--- config.mk ---
export PLATFORM = sky130hd
export DESIGN_NAME = rot_unit
export DESIGN_NICKNAME = d
export VERILOG_FILES = /design/src/rtl/rot_pkg.sv /design/src/rtl/rot_decode.sv /design/src/rtl/rot_alu.sv /design/src/rtl/rot_unit.sv
export SDC_FILE = /design/constraint.sdc
export NUM_CORES = 1
export LEC_CHECK = 0
export BUFFER_PORTS_ARGS = -buffer_cell sky130_fd_sc_hd__buf_2
export CORE_UTILIZATION = 28
export CTS_BUF_LIST = sky130_fd_sc_hd__clkbuf_4 sky130_fd_sc_hd__clkbuf_8
export DETAILED_ROUTE_END_ITERATION = 7
export PLACE_DENSITY = 0.58
export SKIP_CTS_REPAIR_TIMING = 1
export SYNTH_ARGS = -nofsm -noshare
export SYNTH_HDL_FRONTEND = slang
export SYNTH_HIERARCHICAL = 1
export SYNTH_SLANG_ARGS = --single-unit
--- constraint.sdc ---
create_clock -name clk -period 5.8 [get_ports clk]
set_input_delay 0.87 -clock clk [delete_from_list [all_inputs] [get_ports clk]]
set_output_delay 0.87 -clock clk [all_outputs]
set_load 0.1 [all_outputs]
--- src/rtl/rot_pkg.sv ---
package rot_pkg;

    typedef enum logic [1:0] {
        ROT_LC = 2'd0,
        ROT_RC = 2'd1,
        ROT_LT = 2'd2,
        ROT_RT = 2'd3
    } rot_op_e;

    typedef enum logic [1:0] {
        ST_IDLE = 2'd0,
        ST_RD   = 2'd1,
        ST_WR   = 2'd2
    } rot_st_e;

    typedef struct packed {
        logic       legal;
        logic       is_mem;
        rot_op_e    op;
        logic [2:0] sel;
        logic [4:0] cycles;
    } rot_dec_t;

    localparam logic [2:0] SEL_MEM = 3'd6;
    localparam logic [2:0] SEL_ACC = 3'd7;

    localparam int FLG_Z = 7;
    localparam int FLG_N = 6;
    localparam int FLG_H = 5;
    localparam int FLG_C = 4;

    localparam logic [4:0] CYC_SHORT = 5'd4;
    localparam logic [4:0] CYC_REG   = 5'd8;
    localparam logic [4:0] CYC_MEM   = 5'd16;

    function automatic logic [7:0] pack_flags(input logic zero, input logic carry);
        logic [7:0] f;
        f = 8'h00;
        f[FLG_Z] = zero;
        f[FLG_C] = carry;
        return f;
    endfunction

endpackage

--- src/rtl/rot_decode.sv ---
module rot_decode
    import rot_pkg::*;
(
    input  logic       prefixed,
    input  logic [7:0] opcode,
    output rot_dec_t   dec
);
    always_comb begin
        dec        = '0;
        dec.op     = rot_op_e'(opcode[4:3]);
        if (!prefixed) begin
            dec.legal  = (opcode[7:5] == 3'b000) && (opcode[2:0] == 3'b111);
            dec.sel    = SEL_ACC;
            dec.cycles = CYC_SHORT;
        end else begin
            dec.legal  = (opcode[7:5] == 3'b000);
            dec.sel    = opcode[2:0];
            dec.is_mem = (opcode[2:0] == SEL_MEM);
            dec.cycles = (opcode[2:0] == SEL_MEM) ? CYC_MEM : CYC_REG;
        end
        if (!dec.legal) begin
            dec.is_mem = 1'b0;
            dec.cycles = 5'd0;
        end
    end
endmodule

--- src/rtl/rot_alu.sv ---
module rot_alu
    import rot_pkg::*;
#(
    parameter int DW = 8
) (
    input  rot_op_e       op,
    input  logic [DW-1:0] val,
    input  logic          cin,
    output logic [DW-1:0] res,
    output logic          cout
);
    always_comb begin
        res  = val;
        cout = 1'b0;
        case (op)
            ROT_LC: begin
                res  = {val[DW-2:0], val[DW-1]};
                cout = val[DW-1];
            end
            ROT_RC: begin
                res  = {val[0], val[DW-1:1]};
                cout = val[0];
            end
            ROT_LT: begin
                res  = {val[DW-2:0], cin};
                cout = val[DW-1];
            end
            ROT_RT: begin
                res  = {cin, val[DW-1:1]};
                cout = val[0];
            end
            default: begin
                res  = val;
                cout = 1'b0;
            end
        endcase
    end
endmodule

--- src/rtl/rot_unit.sv ---
module rot_unit
    import rot_pkg::*;
#(
    parameter int DW = 8,
    localparam int AW = 2 * DW
) (
    input  logic            clk,
    input  logic            rst,
    input  logic            start,
    input  logic            prefixed,
    input  logic [7:0]      opcode,
    input  logic [8*DW-1:0] regs_in,
    input  logic            carry_in,
    input  logic [DW-1:0]   mem_rdata,
    input  logic            mem_rvalid,
    output logic [AW-1:0]   mem_addr,
    output logic            mem_rd,
    output logic            mem_wr,
    output logic [DW-1:0]   mem_wdata,
    output logic            busy,
    output logic            done,
    output logic            illegal,
    output logic            reg_we,
    output logic [2:0]      reg_sel,
    output logic [DW-1:0]   reg_wdata,
    output logic            flag_we,
    output logic [7:0]      flags_out,
    output logic [4:0]      cycles
);
    localparam int IDX_H = 4;
    localparam int IDX_L = 5;

    rot_st_e        st;
    rot_dec_t       dec;
    rot_op_e        op_q;
    logic           cin_q;

    rot_op_e        a_op;
    logic [DW-1:0]  a_val;
    logic           a_cin;
    logic [DW-1:0]  a_res;
    logic           a_cout;
    logic           a_zero;
    logic [AW-1:0]  hl_addr;

    rot_decode u_dec (
        .prefixed (prefixed),
        .opcode   (opcode),
        .dec      (dec)
    );

    // One rotator serves both the register path and the memory path
    always_comb begin
        if (st == ST_RD) begin
            a_op  = op_q;
            a_val = mem_rdata;
            a_cin = cin_q;
        end else begin
            a_op  = dec.op;
            a_val = regs_in[dec.sel*DW +: DW];
            a_cin = carry_in;
        end
    end

    rot_alu #(.DW(DW)) u_alu (
        .op   (a_op),
        .val  (a_val),
        .cin  (a_cin),
        .res  (a_res),
        .cout (a_cout)
    );

    assign a_zero  = (a_res == '0);
    assign hl_addr = {regs_in[IDX_H*DW +: DW], regs_in[IDX_L*DW +: DW]};
    assign busy    = (st != ST_IDLE);

    always_ff @(posedge clk) begin
        if (rst) begin
            st        <= ST_IDLE;
            op_q      <= ROT_LC;
            cin_q     <= 1'b0;
            mem_addr  <= '0;
            mem_rd    <= 1'b0;
            mem_wr    <= 1'b0;
            mem_wdata <= '0;
            done      <= 1'b0;
            illegal   <= 1'b0;
            reg_we    <= 1'b0;
            reg_sel   <= 3'd0;
            reg_wdata <= '0;
            flag_we   <= 1'b0;
            flags_out <= 8'h00;
            cycles    <= 5'd0;
        end else begin
            done    <= 1'b0;
            illegal <= 1'b0;
            reg_we  <= 1'b0;
            flag_we <= 1'b0;
            case (st)
                ST_IDLE: begin
                    if (start) begin
                        cycles <= dec.cycles;
                        if (!dec.legal) begin
                            done    <= 1'b1;
                            illegal <= 1'b1;
                        end else if (dec.is_mem) begin
                            st       <= ST_RD;
                            op_q     <= dec.op;
                            cin_q    <= carry_in;
                            mem_rd   <= 1'b1;
                            mem_addr <= hl_addr;
                        end else begin
                            done      <= 1'b1;
                            reg_we    <= 1'b1;
                            flag_we   <= 1'b1;
                            reg_sel   <= dec.sel;
                            reg_wdata <= a_res;
                            flags_out <= pack_flags(a_zero, a_cout);
                        end
                    end
                end
                ST_RD: begin
                    if (mem_rvalid) begin
                        mem_rd    <= 1'b0;
                        mem_wr    <= 1'b1;
                        mem_wdata <= a_res;
                        flags_out <= pack_flags(a_zero, a_cout);
                        st        <= ST_WR;
                    end
                end
                ST_WR: begin
                    mem_wr  <= 1'b0;
                    done    <= 1'b1;
                    flag_we <= 1'b1;
                    st      <= ST_IDLE;
                end
                default: st <= ST_IDLE;
            endcase
        end
    end

    a_r9_rd_wr_excl: assert property (@(posedge clk) disable iff (rst)
        !(mem_rd && mem_wr));
    a_r9_addr_held: assert property (@(posedge clk) disable iff (rst)
        (mem_rd && !mem_rvalid) |=> (mem_rd && $stable(mem_addr)));
    a_r9_wr_then_done: assert property (@(posedge clk) disable iff (rst)
        mem_wr |=> (done && flag_we && !reg_we && !mem_wr));
    a_r10_illegal_quiet: assert property (@(posedge clk) disable iff (rst)
        illegal |-> (done && !reg_we && !flag_we && cycles == 5'd0));
    a_r7_flag_layout: assert property (@(posedge clk) disable iff (rst)
        flag_we |-> (flags_out[3:0] == 4'h0 && !flags_out[FLG_N] && !flags_out[FLG_H]));
    a_r8_zero_flag: assert property (@(posedge clk) disable iff (rst)
        reg_we |-> (flags_out[FLG_Z] == (reg_wdata == '0)));
    a_r2_reg_dest: assert property (@(posedge clk) disable iff (rst)
        reg_we |-> (reg_sel != SEL_MEM && (cycles == CYC_SHORT || cycles == CYC_REG)));
    a_r11_busy_ignore: assert property (@(posedge clk) disable iff (rst)
        (busy && start) |=> (!reg_we && !illegal));
endmodule

Word level (Yosys, flattened, before mapping):

Index checks and enable logic that the tools add are counted.

* register bits after elaboration: 59
* bits of input ports: 86
* output and inout bits: 55
* word-level logic and storage cells: 87

* equality and inequality tests: 12
* shift operators: 1
* mux-type cells: 36
* bitwise gates (word level): 3
* reduce and logical (&&, ||, !) cells: 20

Operators with widths (number)
* indexed part select 64 x 7 -> 8 bit: 1
* two-way mux 8 bit: 6
* case mux 8 bit (4 select lines): 1
* case mux 8 bit (2 select lines): 1
* two-way mux 1 bit: 15
* AND reduction 4 bit: 3
* two-way mux 2 bit: 5
* two-way mux 5 bit: 2
* != test 2 bit (second input constant): 5
* case mux 1 bit (2 select lines): 5
* AND reduction 5 bit: 2
* zero test 8 bit: 1
* == test 2 bit (second input constant): 3
* == test 3 bit (second input constant): 2
* AND reduction 2 bit: 3
* nonzero test 2 bit: 3
* OR reduction 2 bit: 3
* == test 2 x 1 -> 1 bit (second input constant): 2
* zero test 2 bit: 2
* case mux 2 bit (2 select lines): 1
* zero test 3 bit: 1
* inverter 1 bit: 3
* OR reduction 3 bit: 1
* logical AND 1 bit: 1

Longest topological paths before layout:

* depth in word-level cells: 11
* mapped depth: 12
* mapped depth without buffers: 10

Hierarchy:

Netlist, hierarchy kept.

Modules (own cells, without submodules)
* rot_unit: times used 1, cells each 321, area an instance 2773.9 um2, seq. area each 1061.0 um2
* rot_alu: times used 1, cells each 14, area an instance 150.1 um2, seq. area each 0.0 um2
* rot_decode: times used 1, cells each 18, area an instance 117.6 um2, seq. area each 0.0 um2

Worst setup path before layout:

OpenSTA, ideal clock, no wires.

* path type: in2reg
* start: input opcode[0]
* end: register flags_out[7]
* library setup time: 0.072 ns
* arrival: 2.545 ns
* data required time: 5.728 ns
* setup slack: 3.184 ns
* cell stages on the path: 11
* buffers on the path: 2
* path through: inv_1 > nand2_1 > buf_4 > buf_4 > mux2_2 > o22ai_1 > o31ai_1 > mux2_4 > nor4_1 > nand3b_1 > mux2i_1

RTL lines
* start: declaration: RTL line rot_unit.sv:11 `input logic [7:0] opcode,`
* end signal: assignment: RTL line rot_unit.sv:118 `flags_out <= pack_flags(a_zero, a_cout);`
* end signal: assignment: RTL line rot_unit.sv:127 `flags_out <= pack_flags(a_zero, a_cout);`
* end: declaration: RTL line rot_unit.sv:27 `output logic [7:0] flags_out,`

==> run summary <==
Critical Path AT - 3310 ps
Share of the synthesized area in the top cell type - 34.9%
Yosys reg bits - 53
Endpoint class of the critical path - flip-flop
Remaining global-route overflow - 0
Placement Cell Area - 0.00365 sq mm
Wire per inst - 15.8 um
CP startpoint kind - input pin
YS warnings - 6
Worst endpoint required time - 6050 ps
Status - finished clean
Period utilization - 52.7%
Final Setup Violations - 0
Filler cell count - 1,101
Sw Pwr - 0.239 mW
PwrDens - 223 mW/mm^2
Largest cells by area after synthesis - dfxtp_1 (35%), mux2i_1 (9.2%), mux2_2 (7.4%)
Initial Utilization - 29.2%
Final nets - 545
Syn-to-layout area delta - 24.3%
Initial antenna violation count - 0
Max_slew headroom - 29.1%
Final slew viol count - 0
Worst-path clk slew - 100 ps
DIE WIDTH - 106 um
First drt pass iteration count - 4
Sequential fraction of design power - 43.8%
Fmax achieved - 327 MHz
Met3 Usage GRT - 2.70%
Max cap viols - 0
# diodes - 0
Worst clock skew - 10.4 ps
Seq/Total Area, Yosys - 34.9%
Synthesized area - 0.00304 sq mm
Via count - 2,942
Area of the core - 0.0104 sq mm
CTS tree - yes
Post-synthesis cell type count - 40
Switching Share - 28.4%
Clock power share - 35.4%
Share of layout cells above drive strength 1 - 38.3%
CTS buffer count - 5
I/O Buffers - 134
Syn Inst Count - 353
Die Y - 106 um
Static Leak - 1.75 nW
Met2 Track Usage GR - 28.3%
Via-to-Cell Ratio - 4.94
DRT iter0 DRCs - 144
Top Usage Layer GRT - met2
M1 GR Usage - 21.8%
Pint - 0.602 mW
Hold crit path type - flip-flop to flip-flop
Comb pwr share - 20.8%
Slew @ Worst Pin - 1060 ps
DR DRC count - 0
Largest net degree at the start of global routing - 56
Design Area, Final - 0.00378 sq mm
Num rows - 37
Vias in the first global route - 2,904
First-pass GRT wire length - 15.0 mm
Die ar. - 0.0113 sq mm
Clock buffer depth - 2
Routability cong. - 0.853
Peak VDD IR - 0.000157 V
Gr usage total - 16.8%
Detailed Route WL - 9.44 mm
Setup TNS - 0 ps
Yosys top cell by area - dfxtp_1
DP HPWL - 7.10 mm
Avg Inst Size Synth - 8.62 sq um
Clock latency on the worst-skew pair - 310 ps
Worst Path Max Fanout - 33
RSZ-0062 raised after global routing - no
Root Buffer - clkbuf_8
Final Critical Period - 3060 ps
Htree depth - 2
TritonCTS sink count - 53
I/O Pins - 141
Final Hold Vio Count - 0
Final ANT Viol Nets - 0
Crit path kind - input pin to flip-flop
final cells by class:
class | count | area (sq um) | share of cell area (%)
Sequential cell | 53 | 1060 | 28.1
Clock buffer | 5 | 68.8 | 1.82
Clock inverter | 3 | 65.1 | 1.72
Inverter | 3 | 11.3 | 0.298
Timing Repair Buffer | 135 | 678 | 17.9
Tap cell | 136 | 170 | 4.50
Multi-Input combinational cell | 261 | 1730 | 45.6
path summary, 6_finish.rpt:
path	from	end	slack (ps)	depth (start not counted)
min reg2reg	cycles[4]	cycles[4]	460	2
max	opcode[0]	flags_out[7]	2740	10
min	cycles[4]	cycles[4]	460	2
max reg2reg	st[0]	flags_out[7]	3390	7
registers in the layout, summed over array words and instances, names as in the netlist, 2 cells and up:
register	count
mem_wdata	8
mem_addr	16
reg_sel	3
op_q	2
flags_out	2
cycles	5
st	2
reg_wdata	8
per-layer routing:
metal  up-vias  wire length (um)
met5         -                 0
li1       1463                 -
met2       106              4500
met4         0               140
met3        10               426
met1      1363              4370
Yosys cell counts (all sizes together):
cell	instances
dfxtp	53
a21oi	41
o21ai	34
buf	31
nand3	31
mux2i	28
mux2	26
nand2	24
nor2	13
clkbuf	11
a22o	8
o22ai	8
o31ai	8
nand2b	6
nor3	6
inv	3
nand3b	3
nor2b	3
conb	2
nor4	2
a22oi	1
a31oi	1
and2	1
and3b	1
and4b	1
nand4bb	1
nor3b	1
o21bai	1
or2b	1
or3	1
or3b	1
or4b	1
through the flow:
stage | total power [mW] | utilization (%) | cells | setup WS, ps | hold slack [ps]
final | 0.842 | 36.3 | 596 | 2740 | 456
after global routing | 0.880 | 36.3 | 596 | 2400 | 476
after CTS | 0.852 | 36.3 | 596 | 2710 | 459
after detailed placement | 0.552 | 35.0 | 588 | 2400 | 445
after global placement | 0.551 | 35.0 | 588 | 2400 | 441
after floorplan | 0.507 | - | 359 | 3180 | 450
cells in the final DEF (no fill, tap or decap), types with 4 or more instances in the layout:
master | synthesis | final
buf_2 | 8 | 134
o21ai_0 | 12 | 12
a21oi_1 | 41 | 41
o31ai_1 | 8 | 8
nand3_1 | 31 | 31
o21ai_1 | 21 | 21
dfxtp_1 | 53 | 53
nand2_1 | 24 | 23
mux2_2 | 20 | 20
conb_1 | 2 | 8
nand2b_1 | 6 | 6
nor3_1 | 4 | 4
nor2_1 | 13 | 13
o22ai_1 | 8 | 8
a22o_1 | 8 | 8
clkbuf_8 | 0 | 5
mux2i_1 | 28 | 28
mux2_4 | 6 | 6
worst max-delay path, stage by stage:
cell and delay (ps):
buf_2 110, inv_1 70, nand2_2 630, mux2_2 410
o22ai_1 230, o31ai_1 130, mux2_4 300, nor4_1 280
nand3b_1 120, mux2i_1 140
cell families (layout without fill, tap and decap cells):
family,Yosys count,in the layout,share of synthesized area [%]
AO/OA/AOI/OAI,102,102,19.1
multiplexers,54,54,19.6
flip-flops,53,53,34.9
buffers and inverters,45,146,9.21
other,2,8,0.247
AND/OR/NAND/NOR,97,97,17.0
power by group through the flow:
| stage | clock network (mW) | registers [mW] | logic [mW] |
|---|---|---|---|
| after CTS | 0.307 | 0.369 | 0.176 |
| final | 0.298 | 0.369 | 0.175 |
| after floorplan | 0 | 0.404 | 0.104 |
| after global placement | 0 | 0.377 | 0.174 |
| after global routing | 0.322 | 0.369 | 0.188 |
| after detailed placement | 0 | 0.377 | 0.175 |
(Power assumes the default switching activity.)
